## src/rtl/bus_arb_pkg.sv

```systemverilog
package bus_arb_pkg;
  // slot index of the internal master, also the reset park owner
  localparam int INT_SLOT = 0;
  // number of external masters in the default configuration
  localparam int DEF_NUM_EXT = 5;
endpackage

```

## src/rtl/bus_arb_rr_pick.sv

```systemverilog
// Circular first-match picker: returns the first set bit after 'last'.
module bus_arb_rr_pick #(
  parameter int N = 7,
  parameter int W = (N > 1) ? $clog2(N) : 1
) (
  input  logic [N-1:0] elig,
  input  logic [W-1:0] last,
  output logic         found,
  output logic [W-1:0] pick
);
  always_comb begin
    found = |elig;
    pick  = '0;
    // scan farthest first so the nearest match wins
    for (int k = N; k >= 1; k--) begin
      int p;
      p = int'(last) + k;
      if (p >= N) p = p - N;
      if (elig[p]) pick = W'(p);
    end
  end
endmodule

```

## src/rtl/bus_arb_mode.sv

```systemverilog
// Arbiter mode register and slot-1 pin reuse for an outside arbiter.
module bus_arb_mode (
  input  logic clk,
  input  logic rst,
  input  logic strap_en,
  input  logic cfg_we,
  input  logic cfg_dis,
  input  logic int_req,
  input  logic ext_gnt0_in,
  output logic arb_en,
  output logic ext_req0_fwd,
  output logic fwd_gnt
);
  always_ff @(posedge clk) begin
    if (rst) begin
      arb_en       <= strap_en;
      ext_req0_fwd <= 1'b0;
      fwd_gnt      <= 1'b0;
    end else begin
      if (cfg_we) arb_en <= ~cfg_dis;
      ext_req0_fwd <= ~arb_en & int_req;
      fwd_gnt      <= ~arb_en & ext_gnt0_in;
    end
  end
endmodule

```

## src/rtl/bus_rr_arbiter.sv

```systemverilog
module bus_rr_arbiter #(
  parameter int NUM_EXT = bus_arb_pkg::DEF_NUM_EXT
) (
  input  logic               clk,
  input  logic               rst,
  input  logic               strap_en,
  input  logic               cfg_we,
  input  logic               cfg_dis,
  input  logic [NUM_EXT:0]   prio_hi,
  input  logic               bus_idle,
  input  logic               int_req,
  input  logic [NUM_EXT-1:0] ext_req,
  input  logic               ext_gnt0_in,
  output logic               int_gnt,
  output logic [NUM_EXT-1:0] ext_gnt,
  output logic               ext_req0_fwd,
  output logic               ext_mode
);
  localparam int NSLOT = NUM_EXT + 1;
  localparam int NPOS  = NSLOT + 1;        // high rotation plus low-group token
  localparam int LW    = $clog2(NSLOT);
  localparam int HW    = $clog2(NPOS);
  localparam logic [HW-1:0] LO_TOKEN = HW'(NSLOT);

  logic             arb_en, fwd_gnt;
  logic [NSLOT-1:0] req, req_q, gnt_q, gnt_d, win_oh, park_oh;
  logic [NSLOT-1:0] lo_elig;
  logic [NPOS-1:0]  hi_elig;
  logic [HW-1:0]    hi_last, hi_pick;
  logic [LW-1:0]    lo_last, lo_pick, owner, win_idx, gnt_idx;
  logic             hi_found, lo_found, idle_q, start, new_req;

  bus_arb_mode u_mode (
    .clk(clk), .rst(rst), .strap_en(strap_en), .cfg_we(cfg_we),
    .cfg_dis(cfg_dis), .int_req(int_req), .ext_gnt0_in(ext_gnt0_in),
    .arb_en(arb_en), .ext_req0_fwd(ext_req0_fwd), .fwd_gnt(fwd_gnt)
  );

  assign req = {ext_req, int_req};

  // group eligibility: high slots by themselves, low group as one token
  assign lo_elig = req & ~prio_hi;
  genvar gi;
  generate
    for (gi = 0; gi < NSLOT; gi++) begin : g_hi
      assign hi_elig[gi] = req[gi] & prio_hi[gi];
    end
  endgenerate
  assign hi_elig[NSLOT] = |lo_elig;

  bus_arb_rr_pick #(.N(NPOS), .W(HW)) u_hi_pick (
    .elig(hi_elig), .last(hi_last), .found(hi_found), .pick(hi_pick)
  );
  bus_arb_rr_pick #(.N(NSLOT), .W(LW)) u_lo_pick (
    .elig(lo_elig), .last(lo_last), .found(lo_found), .pick(lo_pick)
  );

  assign win_idx = (hi_pick == LO_TOKEN) ? lo_pick : LW'(hi_pick);

  always_comb begin
    win_oh  = '0;
    park_oh = '0;
    gnt_idx = '0;
    win_oh[win_idx] = 1'b1;
    park_oh[owner]  = 1'b1;
    for (int s = 0; s < NSLOT; s++)
      if (gnt_q[s]) gnt_idx = LW'(s);
  end

  assign start   = idle_q & ~bus_idle;
  assign new_req = bus_idle & |(req & ~req_q);

  // next grant: park, turnaround, or winner
  always_comb begin
    if (!arb_en)                 gnt_d = '0;
    else if (!(hi_found || lo_found)) gnt_d = park_oh;
    else if (new_req)            gnt_d = '0;
    else                         gnt_d = win_oh;
  end

  always_ff @(posedge clk) begin
    if (rst) begin
      gnt_q   <= '0;
      req_q   <= '0;
      idle_q  <= 1'b1;
      owner   <= LW'(bus_arb_pkg::INT_SLOT);
      hi_last <= HW'(bus_arb_pkg::INT_SLOT);
      lo_last <= LW'(bus_arb_pkg::INT_SLOT);
    end else begin
      gnt_q  <= gnt_d;
      req_q  <= req;
      idle_q <= bus_idle;
      if (arb_en && start && (gnt_q != '0)) begin
        owner <= gnt_idx;
        if (prio_hi[gnt_idx]) begin
          hi_last <= HW'(gnt_idx);
        end else begin
          hi_last <= LO_TOKEN;
          lo_last <= gnt_idx;
        end
      end
    end
  end

  assign int_gnt  = arb_en ? gnt_q[0] : fwd_gnt;
  assign ext_gnt  = gnt_q[NSLOT-1:1];
  assign ext_mode = ~arb_en;
endmodule

```

## config.mk

```make
export PLATFORM = sky130hd
export DESIGN_NAME = bus_rr_arbiter
export DESIGN_NICKNAME = d
export VERILOG_FILES = /design/src/rtl/bus_arb_pkg.sv /design/src/rtl/bus_arb_rr_pick.sv /design/src/rtl/bus_arb_mode.sv /design/src/rtl/bus_rr_arbiter.sv
export SDC_FILE = /design/constraint.sdc
export NUM_CORES = 1
export LEC_CHECK = 0
export BUFFER_PORTS_ARGS = -buffer_cell sky130_fd_sc_hd__buf_2
export CAP_MARGIN = 20
export CORE_MARGIN = 5
export CORE_UTILIZATION = 60
export CTS_CLUSTER_SIZE = 28
export DETAILED_ROUTE_END_ITERATION = 12
export GPL_TIMING_DRIVEN = 0
export PLACE_DENSITY = 0.76
export SYNTH_ARGS = -nofsm -noshare
export SYNTH_HDL_FRONTEND = slang
export SYNTH_HIERARCHICAL = 1
export SYNTH_SLANG_ARGS = --single-unit
```

## constraint.sdc

```tcl
create_clock -name clk -period 4.11 [get_ports clk]
set_input_delay 0.2055 -clock clk [delete_from_list [all_inputs] [get_ports clk]]
set_output_delay 0.2055 -clock clk [all_outputs]
set_load 0.02 [all_outputs]
```

==> results of run 1 <==
-- kinds of logic after synthesis --
kind of cell,synth area share (%)
mux,11.5
xor+xnor,3.39
compound gates,31.6
fa+ha+maj,6.77
flops,12.0
simple gates,27.2
buf+inv,7.54
-- metal layers --
| metal | vias up | GRT usage [%] |
|---|---|---|
| met5 | - | 0 |
| met4 | 0 | 5.66 |
| met3 | 34 | 6.73 |
| met2 | 267 | 45.2 |
| met1 | 2153 | 40.9 |
| li1 | 2185 | - |
-- placed cells by master, fill, tap and decap left out, types with 19 or more instances in the layout --
cell type,count
nand2_1,41
ha_1,20
nor2_1,50
buf_2,29
o21ai_0,30
inv_1,24
buf_4,26
dfxtp_1,19
mux2i_1,21
a21oi_1,38
-- registers in the layout, summed over array words and instances (netlist names) --
| signal | cells |
|---|---|
| req_q | 6 |
| u_mode/fwd_gnt | 1 |
| u_mode/arb_en | 1 |
| owner | 3 |
| hi_last | 3 |
| idle_q | 1 |
| u_mode/ext_req0_fwd | 1 |
| lo_last | 3 |
| gnt_q | 6 |
-- timing repair --
item                                    in CTS  in global routing
gates resized for setup                     19                 34
cloned                                       0                  0
hold buffers                                 0                  0
hold endpoints to repair                     0                  0
pin swaps                                    5                 10
setup buffers                                4                 12
endpoints found under the setup margin       6                  6
-- through the flow --
stage | cell area [sq um] | setup TNS [ps] | total power (W) | hold WS (ps)
after floorplan | 4250 | 0 | 0.000875 | 272
after global placement | 4500 | -1270 | 0.00103 | 462
after detailed placement | 4500 | -1830 | 0.00104 | 466
after CTS | 4660 | 0 | 0.00126 | 189
after global routing | 4900 | -20.7 | 0.00144 | 201
final | 4900 | 0 | 0.00137 | 186
-- power by group through the flow --
| stage | sequential (W) | combinational [W] | clock (W) |
|---|---|---|---|
| floorplan | 0.000276 | 0.000599 | 0 |
| global placement | 0.000281 | 0.000746 | 0 |
| detailed placement | 0.000281 | 0.000763 | 0 |
| CTS | 0.000276 | 0.000834 | 0.000147 |
| global route | 0.000278 | 0.00100 | 0.000160 |
| finish | 0.000276 | 0.000942 | 0.000148 |
-- worst min path at each step --
stage                endpoint  slack (ps)  cells past startpoint
4_1_cts              req_q[3]         190                      3
2_1_floorplan      lo_last[0]         270                      1
5_1_grt        u_mode/fwd_gnt         200                      2
6_report             req_q[3]         190                      3
3_3_place_gp         req_q[1]         460                      3
3_5_place_dp         req_q[3]         470                      3
-- final cells by class --
class	instances	area share [%]
plain buffers	33	4.77
clock inverters	1	0.128
repair buffers	42	5.11
flip-flops and latches	25	10.6
multi-input cells	475	73.7
clock buffers	3	0.842
inverters	28	2.37
well taps	96	2.45
-- critical path: stages (launching register included) --
cell       delay, ps
dfxtp_4          360
buf_6            140
buf_8            150
inv_8            100
ha_2             270
buf_4            190
buf_6            160
a22o_1           190
a211oi_1         470
a41oi_2          240
o22ai_2          240
a2111oi_4        120
nor4b_4          430
nand3b_1         120
o32a_1           320
nor2b_1          120
nand3_1          120
a21oi_2          180
==> results.md, run 1 <==
* Outcome: finished, final reports clean
* DRT iter0 DRCs at 398
* Post-synthesis async set-or-reset flop share at 0%
* Average cell area after synthesis at 7.56 sq um
* Top cells by count, synth: nor2_1, a21oi_1, nand2_1
* Clock-pin slew on the worst setup and hold paths at 90 ps
* Number of max-cap violations at 0
* Largest cells by area after synthesis: dfxtp_1, ha_1, a21oi_1, mux2i_1, nor2_1
* Peak VDD IR at 215 uV
* Dpl cells at 684
* Worst-path maximum fanout at 12
* Hold Crit Class: in2reg
* Net switching power figure at 0.000631 W
* Worst-Margin Slew at 653 ps
* Synth Register Bits at 25
* Setup crit start: hi_last[0]
* Chip Width at 94.2 um
* Max Clock Skew at 6.63 ps
* Comb pwr share at 69.0%
* # IOs at 27
* Wl on met1 at 5.68 mm
* Area of the multi-input gates at 0.00361 sq mm
* Sequential share of power at 20.2%
* Reg2Reg Launch Point: hi_last[0]
* Clock power frac at 10.8%
* Final HPWL DP at 9.87 mm
* Sw frac at 46.2%
* Max Fclk at 250 MHz
* Register Area at 519 sq um
* Diode count at 0
* Final Slew Violations at 0
* Critical hold path startpoint: ext_req[2]
* CTS Sinks at 25
* Largest net degree at the start of global routing at 16
* RR Endpoint: gnt_q[0]
* WL final at 13.2 mm
* Crit Path Category: reg2reg
* Post-synth top area share at 11.3%
* Met3 routed WL at 1.44 mm
* Clock period minus worst slack at 4000 ps
* Root buffer cell: clkbuf_8
* Distinct cell type count after synthesis at 97
* Largest area contributor in the netlist: dfxtp_1
* Clock Path Buffers at 2
* Row cnt at 30
* Core ar. at 0.00683 sq mm
* R2r setup slk at 110 ps
* First-pass GRT wire length at 20.9 mm
* Routed WL per cell at 18.7 um
* Initial Util at 62.2%
* Gr ovfl total at 0
* Pre-CTS WS at -402 ps
* Syn Inst Count at 562
* Fin util at 71.7%
* Worst rel slew slack at 55.2%
* Drt via density at 6.60
* Met2 Wirelength at 5.78 mm
* CP arrival at 4200 ps
* Final setup violation count at 0
* Die area at 0.00887 sq mm
* CTS tree: done
* Ys Warns at 6
* Initial antenna violation count at 0
* Period utilization at 97.3%
* Final ANT Viol Nets at 0
* Final Hold Fails at 0
* Vias in the first global route at 4203
* Netlist Area Pre-Place at 0.00425 sq mm
* Internal at 0.000735 W
* P_leak at 1.93 nW
* FF-to-FF path depth at 17
* Num CTS Buffers at 3
* Synth Flop Type: dfxtp_1
* Worst Setup EP: gnt_q[0]
* Worst Slack Setup Final at 112 ps
* DRT Pass-1 Iters at 5
* H-tree depth at 1
* Critical Path RT at 4320 ps
* Post-layout net count at 650
* Area grow syn2layout at 15.3%
* Port bufs at 26
* Top Metal Used: met4
* Overall routing resource usage at 29.1%
* Final cell count without fillers at 703
* Synthesized Nets at 604
* # DRC at 0
* Top-count cell post-synth: nor2_1
* Crit path launch type: register
* Clk_lat worst skew at 270 ps
* Filler cells at 554
* PD cells at 279 mW/mm^2
* Seq/Total Area, Yosys at 12.0%
* Placer Congestion at 0.970
* Post-synth EDFFs at 1
* Share of cells above drive strength 1 at 26.9%
* Die Span Y at 94.2 um
* Crit. End Element: register
* Total number of vias at 4639
Note: power is estimated with default switching activity, not from simulation.
==> inputs of run 2 (changes only) <==
PLACE_DENSITY = unset   (was 0.76)
PLACE_DENSITY_LB_ADDON = 0.08   (was unset)
==> results.md, run 2 (same netlist as run 1, synthesis figures left out) <==
* H-tree depth at 1
* Final Slew Violations at 0
* Final ANT Viol Nets at 0
* Worst-path maximum fanout at 10
* DRT iter0 DRCs at 491
* Clock-pin slew on the worst setup and hold paths at 90 ps
* Max Clock Skew at 3.88 ps
* Placer Congestion at 0.978
* Commonest non-fill, non-tap cells in the layout: nor2_1, nand2_1, a21oi_1, buf_2, o21ai_0
* Max Fclk at 249 MHz
* P_leak at 1.95 nW
* Met3 usage at 5.61%
* Chip Width at 94.2 um
* Initial Util at 62.2%
* Row cnt at 30
* Placed cell areas at 0.00450 sq mm
* Final cell count without fillers at 704
* Overall routing resource usage at 28.7%
* CTS Sinks at 25
* R2r setup slk at 100 ps
* CTS tree: done
* Commonest non-fill, non-tap cell in the layout: nor2_1
* Final setup violation count at 0
* Area of the multi-input gates at 0.00364 sq mm
* Met1 usage at 41.3%
* Filler cells at 571
* Crit path launch type: register
* Largest net degree at the start of global routing at 15
* # DRC at 0
* PD cells at 291 mW/mm^2
* Period utilization at 97.6%
* Pre-CTS WS at -464 ps
* Initial antenna violation count at 0
* Area grow syn2layout at 16.5%
* Crit Path Category: reg2reg
* Worst rel slew slack at 52.9%
* Final Hold Fails at 0
* WL final at 13.1 mm
* Number of max-cap violations at 0
* Register Area at 524 sq um
* Diode count at 0
* First-pass GRT wire length at 20.6 mm
* GRT met2 Usage at 44.9%
* Peak VDD IR at 212 uV
* Share of cells above drive strength 1 at 26.6%
* Core ar. at 0.00683 sq mm
* Post-layout net count at 651
* Routed WL per cell at 18.6 um
* Worst Slack Setup Final at 101 ps
* Fin area at 0.00495 sq mm
* Hold Crit Class: in2reg
* Die Span Y at 94.2 um
* Root buffer cell: clkbuf_8
* Vias in the first global route at 4135
* Total number of vias at 4629
* # IOs at 27
* Clk_lat worst skew at 270 ps
* Die area at 0.00887 sq mm
* DRT Pass-1 Iters at 5
* Dpl cells at 684
* Drt via density at 6.58
* Num CTS Buffers at 3
* Crit. End Element: register
* Clock period minus worst slack at 4010 ps
* Gr ovfl total at 0
* Critical Path RT at 4310 ps
* Worst-Margin Slew at 687 ps
* Outcome: finished, final reports clean
* Clock Path Buffers at 2
* CP arrival at 4210 ps
* Top flop regs: gnt_q: 6 flops, req_q: 6 flops
* Port bufs at 26
* Most Crowded Layer GR: met2
* Total chip power at 0.00144 W
* Final HPWL DP at 9.58 mm
-- run 2: path summary, 6_finish.rpt --
kind	from	endpoint	cells after the start
worst max-delay path	hi_last[1]	gnt_q[0]	15
worst min-delay path	bus_idle	idle_q	2
worst max register to register	hi_last[1]	gnt_q[0]	15
worst min register to register	lo_last[0]	lo_last[0]	2
-- run 2: per-stage QoR --
step	util (%)	setup TNS [ps]	hold slack, ps
3_3_place_gp	65.9	-1700	462
4_1_cts	68.4	0	185
2_1_floorplan	-	0	272
3_5_place_dp	65.9	-1700	470
5_1_grt	72.5	-91.3	184
6_report	72.5	0	179
-- run 2: critical path: stages (launching register included) --
cell	delay (ps)
dfxtp_4	390
inv_1	220
ha_1	370
clkbuf_1	390
o21ai_0	190
a21oi_1	200
o211ai_1	210
a41oi_2	370
o22ai_2	180
a2111oi_4	460
nor4b_4	90
buf_4	170
o32a_1	230
nor2b_4	130
nand3_1	110
a21oi_2	220
-- run 2: metal layers --
metal	vias up	part of all wire, %
met3	27	10
met5	-	0
met2	262	45
li1	2178	-
met4	0	1.6
met1	2162	43
-- run 2: cell type report --
type,count,share of cell area [%]
Tap cell,96,2.42
Buffer,33,5.03
Inverter,28,2.25
Timing Repair Buffer,43,5.20
Multi-Input combinational cell,475,73.6
Clock buffer,3,0.834
Sequential cell,25,10.6
Clock inverter,1,0.101
-- run 2: timing repair --
action	4_1_cts	5_1_grt
cloned	0	0
hold buffers	0	0
resized for setup	17	46
pin swaps	6	11
setup endpoints to repair	6	6
hold endpoints to repair	0	0
buffers inserted	6	11
-- run 2: power by group --
part	switching (W)	total [W]	leakage, nW	internal, W
combinational	0.000573	0.00102	1.71	0.000442
sequential	0.0000174	0.000275	0.210	0.000258
clock	0.0000810	0.000149	0.0255	0.0000680
